--- src/rtl/dma_seq_pkg.sv ---
package dma_seq_pkg;
   localparam int unsigned WORD_BYTES = 4;

   typedef enum logic [1:0] {
      ST_IDLE = 2'd0,
      ST_XFER = 2'd1,
      ST_GAP  = 2'd2
   } seq_state_e;
endpackage

--- src/rtl/dma_phase_timer.sv ---
// Counts the cycles of one bus access; active while cycles remain.
module dma_phase_timer #(
   parameter int LW = 4
) (
   input  logic          clk,
   input  logic          rst_n,
   input  logic          clr,
   input  logic          launch,
   input  logic [LW-1:0] len,
   output logic          active,
   output logic          last
);
   logic [LW-1:0] cnt_q;

   always_ff @(posedge clk or negedge rst_n) begin
      if (!rst_n)              cnt_q <= '0;
      else if (clr)            cnt_q <= '0;
      else if (launch)         cnt_q <= len;
      else if (cnt_q != '0)    cnt_q <= cnt_q - 1'b1;
   end

   assign active = (cnt_q != '0);
   assign last   = (cnt_q == LW'(1));
endmodule

--- src/rtl/dma_word_tracker.sv ---
// Address pointers and remaining-word counters for both sides.
module dma_word_tracker
   import dma_seq_pkg::*;
#(
   parameter int AW = 32,
   parameter int CW = 16
) (
   input  logic          clk,
   input  logic          rst_n,
   input  logic          load,
   input  logic [AW-1:0] src,
   input  logic [AW-1:0] dst,
   input  logic [CW-1:0] count,
   input  logic          rd_issue,
   input  logic          rd_step,
   input  logic          wr_step,
   output logic [AW-1:0] rd_addr,
   output logic [AW-1:0] wr_addr,
   output logic [CW-1:0] rd_left,
   output logic          wr_final
);
   localparam logic [AW-1:0] STEP = AW'(WORD_BYTES);

   logic [CW-1:0] wr_left_q;

   always_ff @(posedge clk or negedge rst_n) begin
      if (!rst_n) begin
         rd_addr   <= '0;
         wr_addr   <= '0;
         rd_left   <= '0;
         wr_left_q <= '0;
      end else if (load) begin
         rd_addr   <= src;
         wr_addr   <= dst;
         rd_left   <= count - CW'(rd_issue);
         wr_left_q <= count;
      end else begin
         if (rd_step)  rd_addr   <= rd_addr + STEP;
         if (wr_step)  wr_addr   <= wr_addr + STEP;
         if (rd_issue) rd_left   <= rd_left - 1'b1;
         if (wr_step)  wr_left_q <= wr_left_q - 1'b1;
      end
   end

   assign wr_final = wr_step && (wr_left_q == CW'(1));
endmodule

--- src/rtl/dma_seq_top.sv ---
module dma_seq_top
   import dma_seq_pkg::*;
#(
   parameter int AW         = 32,
   parameter int DW         = 32,
   parameter int CW         = 16,
   parameter int LW         = 4,
   parameter bit ALLOW_PIPE = 1'b1
) (
   input  logic          clk,
   input  logic          rst_n,
   input  logic          start_i,
   input  logic [AW-1:0] src_addr_i,
   input  logic [AW-1:0] dst_addr_i,
   input  logic [CW-1:0] count_i,
   input  logic          pipe_i,
   input  logic          src_ext_i,
   input  logic          dst_ext_i,
   input  logic [LW-1:0] src_lat_i,
   input  logic [LW-1:0] dst_lat_i,
   input  logic          standby_i,
   output logic          rd_req_o,
   output logic [AW-1:0] rd_addr_o,
   input  logic [DW-1:0] rd_data_i,
   output logic          wr_req_o,
   output logic [AW-1:0] wr_addr_o,
   output logic [DW-1:0] wr_data_o,
   output logic          busy_o,
   output logic          done_o,
   output logic          abort_o
);
   generate
      if (AW < 3)  begin : g_bad_aw $error("AW must be at least 3"); end
      if (DW < 8)  begin : g_bad_dw $error("DW must be at least 8"); end
      if (CW < 1)  begin : g_bad_cw $error("CW must be at least 1"); end
      if (LW < 1)  begin : g_bad_lw $error("LW must be at least 1"); end
   endgenerate

   function automatic logic [LW-1:0] eff_len(input logic ext, input logic [LW-1:0] lat);
      if (ext && (lat != '0)) return lat;
      return LW'(1);
   endfunction

   seq_state_e    state_q;
   logic          pipe_q, rd_got_q, done_q, abort_q;
   logic [LW-1:0] rlen_q, wlen_q;
   logic [DW-1:0] hold_q, wdat_q;

   logic          pipe_sel, accept, kill, slot_end;
   logic          launch_rd, launch_wr;
   logic          rd_act, rd_last, wr_act, wr_last;
   logic [LW-1:0] rd_len;
   logic [CW-1:0] rd_left;
   logic          wr_final;

   generate
      if (ALLOW_PIPE) begin : g_pipe
         assign pipe_sel = pipe_i && !(src_ext_i && dst_ext_i);
      end else begin : g_steal_only
         assign pipe_sel = 1'b0;
      end
   endgenerate

   assign accept   = start_i && (state_q == ST_IDLE) && !standby_i;
   assign kill     = standby_i && (state_q != ST_IDLE);
   assign slot_end = (state_q == ST_XFER) && (rd_act || wr_act) &&
                     (!rd_act || rd_last) && (!wr_act || wr_last);

   assign launch_wr = !kill && slot_end && (rd_last || rd_got_q);
   assign launch_rd = !kill && ((accept && (count_i != '0)) ||
                                (state_q == ST_GAP) ||
                                (slot_end && pipe_q && (rd_left != '0)));
   assign rd_len    = accept ? eff_len(src_ext_i, src_lat_i) : rlen_q;

   dma_phase_timer #(.LW(LW)) u_rd_timer (
      .clk(clk), .rst_n(rst_n), .clr(kill), .launch(launch_rd),
      .len(rd_len), .active(rd_act), .last(rd_last));

   dma_phase_timer #(.LW(LW)) u_wr_timer (
      .clk(clk), .rst_n(rst_n), .clr(kill), .launch(launch_wr),
      .len(wlen_q), .active(wr_act), .last(wr_last));

   dma_word_tracker #(.AW(AW), .CW(CW)) u_tracker (
      .clk(clk), .rst_n(rst_n), .load(accept),
      .src(src_addr_i), .dst(dst_addr_i), .count(count_i),
      .rd_issue(launch_rd), .rd_step(rd_last), .wr_step(wr_last),
      .rd_addr(rd_addr_o), .wr_addr(wr_addr_o),
      .rd_left(rd_left), .wr_final(wr_final));

   always_ff @(posedge clk or negedge rst_n) begin
      if (!rst_n) begin
         state_q  <= ST_IDLE;
         pipe_q   <= 1'b0;
         rlen_q   <= LW'(1);
         wlen_q   <= LW'(1);
         rd_got_q <= 1'b0;
         hold_q   <= '0;
         wdat_q   <= '0;
         done_q   <= 1'b0;
         abort_q  <= 1'b0;
      end else if (kill) begin
         state_q  <= ST_IDLE;
         rd_got_q <= 1'b0;
         done_q   <= 1'b0;
         abort_q  <= 1'b1;
      end else begin
         if (accept) begin
            pipe_q  <= pipe_sel;
            rlen_q  <= eff_len(src_ext_i, src_lat_i);
            wlen_q  <= eff_len(dst_ext_i, dst_lat_i);
            abort_q <= 1'b0;
            done_q  <= (count_i == '0);
            state_q <= (count_i == '0) ? ST_IDLE : ST_XFER;
         end else if (state_q == ST_GAP) begin
            state_q <= ST_XFER;
         end else if (state_q == ST_XFER) begin
            if (wr_final) begin
               state_q <= ST_IDLE;
               done_q  <= 1'b1;
            end else if (slot_end && !pipe_q && wr_last) begin
               state_q <= ST_GAP;
            end
         end

         if (rd_last) hold_q <= rd_data_i;
         if (slot_end)     rd_got_q <= 1'b0;
         else if (rd_last) rd_got_q <= 1'b1;
         if (launch_wr) wdat_q <= rd_last ? rd_data_i : hold_q;
      end
   end

   assign rd_req_o  = rd_act;
   assign wr_req_o  = wr_act;
   assign wr_data_o = wdat_q;
   assign busy_o    = (state_q != ST_IDLE);
   assign done_o    = done_q;
   assign abort_o   = abort_q;
endmodule

--- config.mk ---
export PLATFORM = sky130hd
export DESIGN_NAME = dma_seq_top
export DESIGN_NICKNAME = d
export VERILOG_FILES = /design/src/rtl/dma_seq_pkg.sv /design/src/rtl/dma_phase_timer.sv /design/src/rtl/dma_word_tracker.sv /design/src/rtl/dma_seq_top.sv
export SDC_FILE = /design/constraint.sdc
export NUM_CORES = 1
export LEC_CHECK = 0
export BUFFER_PORTS_ARGS = -buffer_cell sky130_fd_sc_hd__buf_2
export CORE_ASPECT_RATIO = 0.9
export CORE_MARGIN = 4
export CORE_UTILIZATION = 50
export DETAILED_ROUTE_END_ITERATION = 6
export PLACE_DENSITY_LB_ADDON = 0.2
export SLEW_MARGIN = 20
export SYNTH_ARGS = -nofsm -noshare
export SYNTH_HDL_FRONTEND = slang
export SYNTH_SLANG_ARGS = --single-unit
--- constraint.sdc ---
create_clock -name clk -period 3.6 [get_ports clk]
set_input_delay 0.18 -clock clk [delete_from_list [all_inputs] [get_ports clk]]
set_output_delay 0.18 -clock clk [all_outputs]
set_load 0.01 [all_outputs]
======== Word-level counts from Yosys, hierarchy flattened ========
Cells that the tools add are included.
storage, ports and cells
  latch bits .............................. 0
  RAM bits ................................ 0
  logic and storage cells ................. 128
  ROM bits ................................ 0
  register bits after elaboration ......... 182
  memories kept ........................... 0
cells by class
  reductions and logical operators ........ 55
  multiplexer cells ....................... 44
  shift operators ......................... 0
  div/mod/pow operators ................... 0
  add/sub/neg operators ................... 7
  multiply operators ...................... 0
  equality and inequality tests ........... 6
  bitwise gates (word level) .............. 1
  order comparisons ....................... 0
operators by type and width
  cell                     count
  $mux W32                 5
  $add A32 B3 Y32 const B  2
  $mux W16                 4
  $mux W4                  12
  $reduce_bool A16 Y1      2
  $sub A16 B1 Y16 const B  2
  $reduce_bool A4 Y1       5
  $logic_and A1 B1 Y1      19
  $mux W1                  17
  $eq A16 B1 Y1 const B    1
  $logic_not A16 Y1        1
  $sub A16 B1 Y16          1
  $reduce_bool A3 Y1       5
  $mux W2                  6
  $reduce_bool A2 Y1       5
  $eq A4 B1 Y1 const B     2
  $sub A4 B1 Y4 const B    2
  $logic_not A1 Y1         6
  $logic_or A1 B1 Y1       6
  $reduce_and A2 Y1        3
  $reduce_bool A5 Y1       1
  $ne A3 B3 Y1 const B     1
  $reduce_and A3 Y1        1
  $eq A2 B1 Y1 const B     1
  3 further kinds          3

======== Longest topological paths before layout ========
  depth in word-level cells ............... 13
  mapped depth ............................ 15
  depth with buffers taken out ............ 14

======== Cells and area by module ========
From an unflattened synthesis, not the netlist that was laid out.
unflattened totals
  cells, all modules ...................... 925
  area total of the unflattened synthesis .. 9770.6 µm²
by module, submodules not included
  module            times used  area each (µm²)  cells each  seq. area each (µm²)
  dma_word_tracker  1           5541.6           602         2402.3
  dma_seq_top       1           3696.0           269         1954.4
  dma_phase_timer   2           266.5            27          100.1

======== Least setup slack after synthesis ========
Ideal clock, no wire load.
  path type ............................... register to register
  start point ............................. register u_wr_timer.cnt_q[0]
  end point ............................... register u_tracker.rd_left[14]
  setup time .............................. 77 ps
  arrival time ............................ 2701 ps
  required time ........................... 3523 ps
  setup slack ............................. 822 ps
  stages on the path, launching flop included .. 16
  cells stage by stage .................... dfrtp_1 inv_1 ha_1 o21ai_1 a211oi_1 a41oi_1 nand2b_1 buf_2 and2_1 ha_1 ha_1 nand2_1 nor3_1 xor2_1 nor2_1 a21oi_1
between the ends
  word-level cells in the longest chain between the ends .. 11
ends and longest elaborated chain
  what                                 line                    RTL
  start, declared                      dma_phase_timer.sv:13   logic [LW-1:0] cnt_q;
  start signal, assigned               dma_phase_timer.sv:18   else if (launch) cnt_q <= len;
  start signal, assigned               dma_phase_timer.sv:19   else if (cnt_q != '0) cnt_q <= cnt_q - 1'b1;
  $reduce_bool A4 Y1                   dma_phase_timer.sv:22   assign active = (cnt_q != '0);
  $logic_or A1 B1 Y1                   dma_seq_top.sv:66       assign slot_end = (state_q == ST_XFER) && (rd_act || wr_act) &&
  $logic_and A1 B1 Y1 (2 in series)    dma_seq_top.sv:66
  $logic_and A1 B1 Y1 *                dma_seq_top.sv:67       (!rd_act || rd_last) && (!wr_act || wr_last);
  $logic_and A1 B1 Y1 * (2 in series)  dma_seq_top.sv:72       (slot_end && pipe_q && (rd_left != '0)));
  $logic_or A1 B1 Y1 *                 dma_seq_top.sv:71       (state_q == ST_GAP) ||
  $logic_and A1 B1 Y1 *                dma_seq_top.sv:70       assign launch_rd = !kill && ((accept && (count_i != '0)) ||
  $sub A16 B1 Y16                      dma_word_tracker.sv:35  rd_left <= count - CW'(rd_issue);
  $mux W16                             dma_word_tracker.sv:32  end else if (load) begin
  end signal, assigned                 dma_word_tracker.sv:35
  end signal, assigned                 dma_word_tracker.sv:40  if (rd_issue) rd_left <= rd_left - 1'b1;
  end, declared                        dma_word_tracker.sv:19  output logic [CW-1:0] rd_left,
Every way passes the cells marked *; elsewhere a longest branch is shown, timed or not.
A chain may end at the register's enable or synchronous reset.

======== Worst setup path in the final report ========
  start point ............................. register u_tracker.rd_left[5]
  end point ............................... register u_tracker.rd_left[14]
between the ends
  word-level cells in the longest chain between the ends .. 6
ends and longest elaborated chain
  what                 line
  $reduce_bool A16 Y1  dma_seq_top.sv:72
  $logic_and A1 B1 Y1  dma_seq_top.sv:72
  $logic_or A1 B1 Y1   dma_seq_top.sv:71
  $logic_and A1 B1 Y1  dma_seq_top.sv:70
  $sub A16 B1 Y16      dma_word_tracker.sv:35
  $mux W16             dma_word_tracker.sv:32
Parallel ways exist; a longest one is shown, timed or not. The select of a mux whose other input is x is not followed.

==> flow_summary_export.csv <==
group,metric,value,unit
worst_setup_path,worstSetupStartpointType,"flip-flop",
worst_setup_path,ff2ff_path_depth,12,
route,ant_nets,0,
global_routing,grt_max_degree,102,
power_and_ir_drop,pwr_density_cell,713,nW/um^2
clock_tree,clkLatencyLatePin,0.43,ns
worst_setup_path,crit_required,3.86,ns
placement,globalplace.congestion,0.860,
route,dr.pass1.iters,5,
global_routing,grt_overflow,0,
timing,layout_setup_ws,0.403,ns
job,drv_cap,0,
logic_synthesis,synthSimpleGateAreaFrac,0.208,
global_routing,grt.total_usage,0.238,
logic_synthesis,yosys_warnings,0,
logic_synthesis,syn_avg_cell_area,9.59,sq um
logic_synthesis,synth_top_family_by_area,"simple AND/OR/NAND/NOR gates",
hold_path,hold_end,"u_tracker.wr_addr[23]",
global_routing,grt_pass1_wl,41700,microns
logic_synthesis,synth_flop_cell,"dfrtp_1",
logic_synthesis,ys_seq_elements,182,
logic_synthesis,synth_compound_area_frac,0.0844,
timing,period_needed,3.20,ns
worst_setup_path,worstPathArrival,3.46,ns
worst_setup_path,r2r_slack,0.40,ns
worst_setup_path,path_class,"flip-flop to flip-flop",
placement,place_hpwl,16600,microns
timing,slew_viol_final,0,
global_routing,grt_pass1_vias,8141,
clock_tree,cts-htree-levels,4,
floorplanning,rows,47,
floorplanning,fp.dieW,153,microns
layout,finalNetCount,1429,
logic_synthesis,synth-adder-area-share,0.0213,
placement,io_buffer_count,227,
logic_synthesis,async_flop_share,1.00,
timing,maxSlewHeadroom,0.398,
clock_tree,numCtsBuffers,17,
global_routing,grt_antenna_before_repair,0,
timing,worstMarginPinSlew,0.903,ns
worst_setup_path,r2r-start,"u_tracker.rd_left[5]",
worst_setup_path,cp_max_fo,8,
logic_synthesis,synth_cells,981,
logic_synthesis,synth-edff-count,0,
clock_tree,clk_pin_slew,0.08,ns
route,first_iter_violations,436,
route,drc,0,
timing,post-route-period-util,0.888,
hold_path,holdPathStages,3,
layout,drive_gt1_frac,0.239,
clock_tree,cts_root_buffer,"clkbuf_16",
logic_synthesis,syn-num-nets,1124,
clock_tree,cts_tree,"built",
worst_setup_path,r2r-end,"u_tracker.rd_left[14]",
floorplanning,die_y,138,microns
timing,setup-violations-final,0,
clock_tree,cts.sinks,182,
logic_synthesis,syn_area,9410,sq um
route,wl_per_cell,16.2,microns
power_and_ir_drop,leakagePower,5.48,nW
logic_synthesis,synth_cell_types,63,
route,routed_via_density,5.28,
floorplanning,initial_utilization,0.510,
logic_synthesis,seq_area_frac_synth,0.484,
floorplanning,die-area,21100,sq um
timing,fin_skew,0.0129,ns
logic_synthesis,synth.area.mux_share,0.0776,
run_status,status,"completed",
placement,dp_worst_setup_slack,0.245,ns
power_and_ir_drop,ir_drop,0.418,mV
layout,antenna_cells,0,
layout,final_core_util,0.667,
worst_setup_path,end_kind,"flip-flop",
layout,nFillCells,1497,
floorplanning,coreArea,18500,sq um
route,drt_wl_total,25000,microns
route,via_count,8147,
hold_path,hold_path.class,"primary input to flip-flop",
logic_synthesis,synth-xor-area-share,0.0949,
clock_tree,cts_buffer_depth,2,
hold_path,hold_start,"dst_addr_i[23]",
timing,timing.hold.ws,0.0126,ns
timing,rsz0062_at_grt,"no",
timing,setup_tns,0,ns
layout,synthToLayoutAreaGrowth,30.9,%
timing,hold_viol,0,
floorplanning,ios,228,
timing,max_clock_freq,0.313,GHz
## state kept, by name, indices dropped and copies added, names as in the netlist
name,cells
abort_o,1
done_o,1
hold_q,32
pipe_q,1
rd_got_q,1
rlen_q,4
state_q,2
u_rd_timer.cnt_q,4
u_tracker.rd_addr,32
u_tracker.rd_left,16
u_tracker.wr_addr,32
u_tracker.wr_left_q,16
u_wr_timer.cnt_q,4
wlen_q,4
wr_data_o,32
## stage by stage
| step | std cells | instance area (sq um) | power [mW] |
|---|---|---|---|
| after global placement | 1413 | 10700 | 6.76 |
| after global routing | 1544 | 12300 | 9.43 |
| final | 1544 | 12300 | 8.79 |
| after CTS | 1544 | 12300 | 8.84 |
| after detailed placement | 1413 | 10700 | 6.88 |
| after floorplan | 981 | 9410 | 5.71 |
## how the worst max path moves through the flow
stage                                    start                     to  depth (start not counted)
final                     u_tracker.rd_left[5]  u_tracker.rd_left[14]                         12
after global routing       u_wr_timer.cnt_q[0]  u_tracker.rd_left[14]                         14
after global placement     u_wr_timer.cnt_q[1]  u_tracker.rd_left[14]                         14
after CTS                  u_wr_timer.cnt_q[1]  u_tracker.rd_left[14]                         14
after detailed placement   u_wr_timer.cnt_q[1]  u_tracker.rd_left[14]                         14
after floorplan            u_wr_timer.cnt_q[0]  u_tracker.rd_left[14]                         15
## metal layers
metal  share of wire  up-vias  track usage
li1                -     3985            -
met1            0.45     3877        0.330
met2            0.48      248        0.382
met3           0.057       37       0.0519
met4           0.019        0       0.0689
met5               0        -            0
## area by class of cell
type	instances	area, sq um	share of cell area
inverters	17	63.8	0.00518
repair buffers	335	2210	0.180
flip-flops and latches	182	4560	0.370
well taps	245	307	0.0249
clock inverters	15	161	0.0131
multi-input cells	733	4600	0.373
clock buffers	17	425	0.0345
## cell usage after synthesis, drive strengths merged, types with 2 or more instances
master | count | area, sq um
dfstp | 2 | 52.6
nand3 | 43 | 215
clkbuf | 30 | 123
nor2 | 53 | 199
inv | 17 | 63.8
nor3 | 27 | 140
or2 | 2 | 12.5
mux2i | 37 | 370
a211oi | 3 | 22.5
xnor2 | 44 | 385
a21oi | 19 | 95.1
dfrtp | 180 | 4500
nor3b | 2 | 20.0
mux2 | 32 | 360
and3 | 11 | 68.8
o211ai | 2 | 15.0
or3 | 3 | 18.8
xor2 | 58 | 508
o31ai | 2 | 15.0
or4 | 4 | 37.5
and4 | 5 | 43.8
nor4 | 21 | 184
buf | 19 | 93.8
ha | 16 | 200
nand2b | 2 | 12.5
and2 | 5 | 31.3
nand4b | 2 | 17.5
nor4b | 3 | 32.5
nand2 | 187 | 702
o21ai | 114 | 571
nand4 | 18 | 119
## where the power goes
part           switching, mW  internal, mW
registers              0.780          2.92
clock network          0.914         0.929
logic                   1.72          1.52
## timing repair
| action | CTS | global route |
|---|---|---|
| hold buffers | 99 | 0 |
| resized for setup | 0 | 2 |
| endpoints found under the hold margin | 140 | 0 |
| setup buffers | 0 | 0 |
| setup endpoints to repair | 0 | 6 |
## worst max-delay path: stages, from the launching register on
cell	delay (ns)
dfrtp_1	0.40
nor4_1	0.51
nand4_1	0.23
a41oi_1	0.45
nand2b_2	0.21
and2_1	0.22
ha_1	0.21
ha_1	0.24
nand2_1	0.18
nor3_1	0.08
xor2_1	0.14
nor2_1	0.10
a21oi_1	0.07
## cell families after synthesis
logic type / after synthesis
xor+xnor: 102
buf+inv: 66
compound gates: 149
simple gates: 397
fa+ha+maj: 16
mux: 69
flops: 182
## layout by cell type, fill, tap and decap left out, types with 3 or more instances in the layout
| master | instances |
|---|---|
| clkinv_8 | 3 |
| or3_1 | 3 |
| and4_1 | 5 |
| xor2_1 | 58 |
| inv_1 | 17 |
| mux2_2 | 19 |
| ha_1 | 16 |
| nor4_1 | 14 |
| and3_1 | 11 |
| mux2_1 | 13 |
| dfrtp_1 | 180 |
| nand3_1 | 43 |
| dlygate4sd3_1 | 99 |
| inv_8 | 4 |
| and2_1 | 5 |
| o21ai_1 | 66 |
| buf_4 | 8 |
| nor4_2 | 6 |
| buf_2 | 226 |
| nor3_1 | 26 |
| xnor2_1 | 44 |
| clkinv_4 | 4 |
| nor2_1 | 52 |
| o21ai_0 | 48 |
| nand4_1 | 17 |
| clkbuf_16 | 17 |
| a21oi_1 | 19 |
| nand2_1 | 187 |
| mux2i_1 | 37 |
Note: power is estimated with default switching activity, not from simulation.
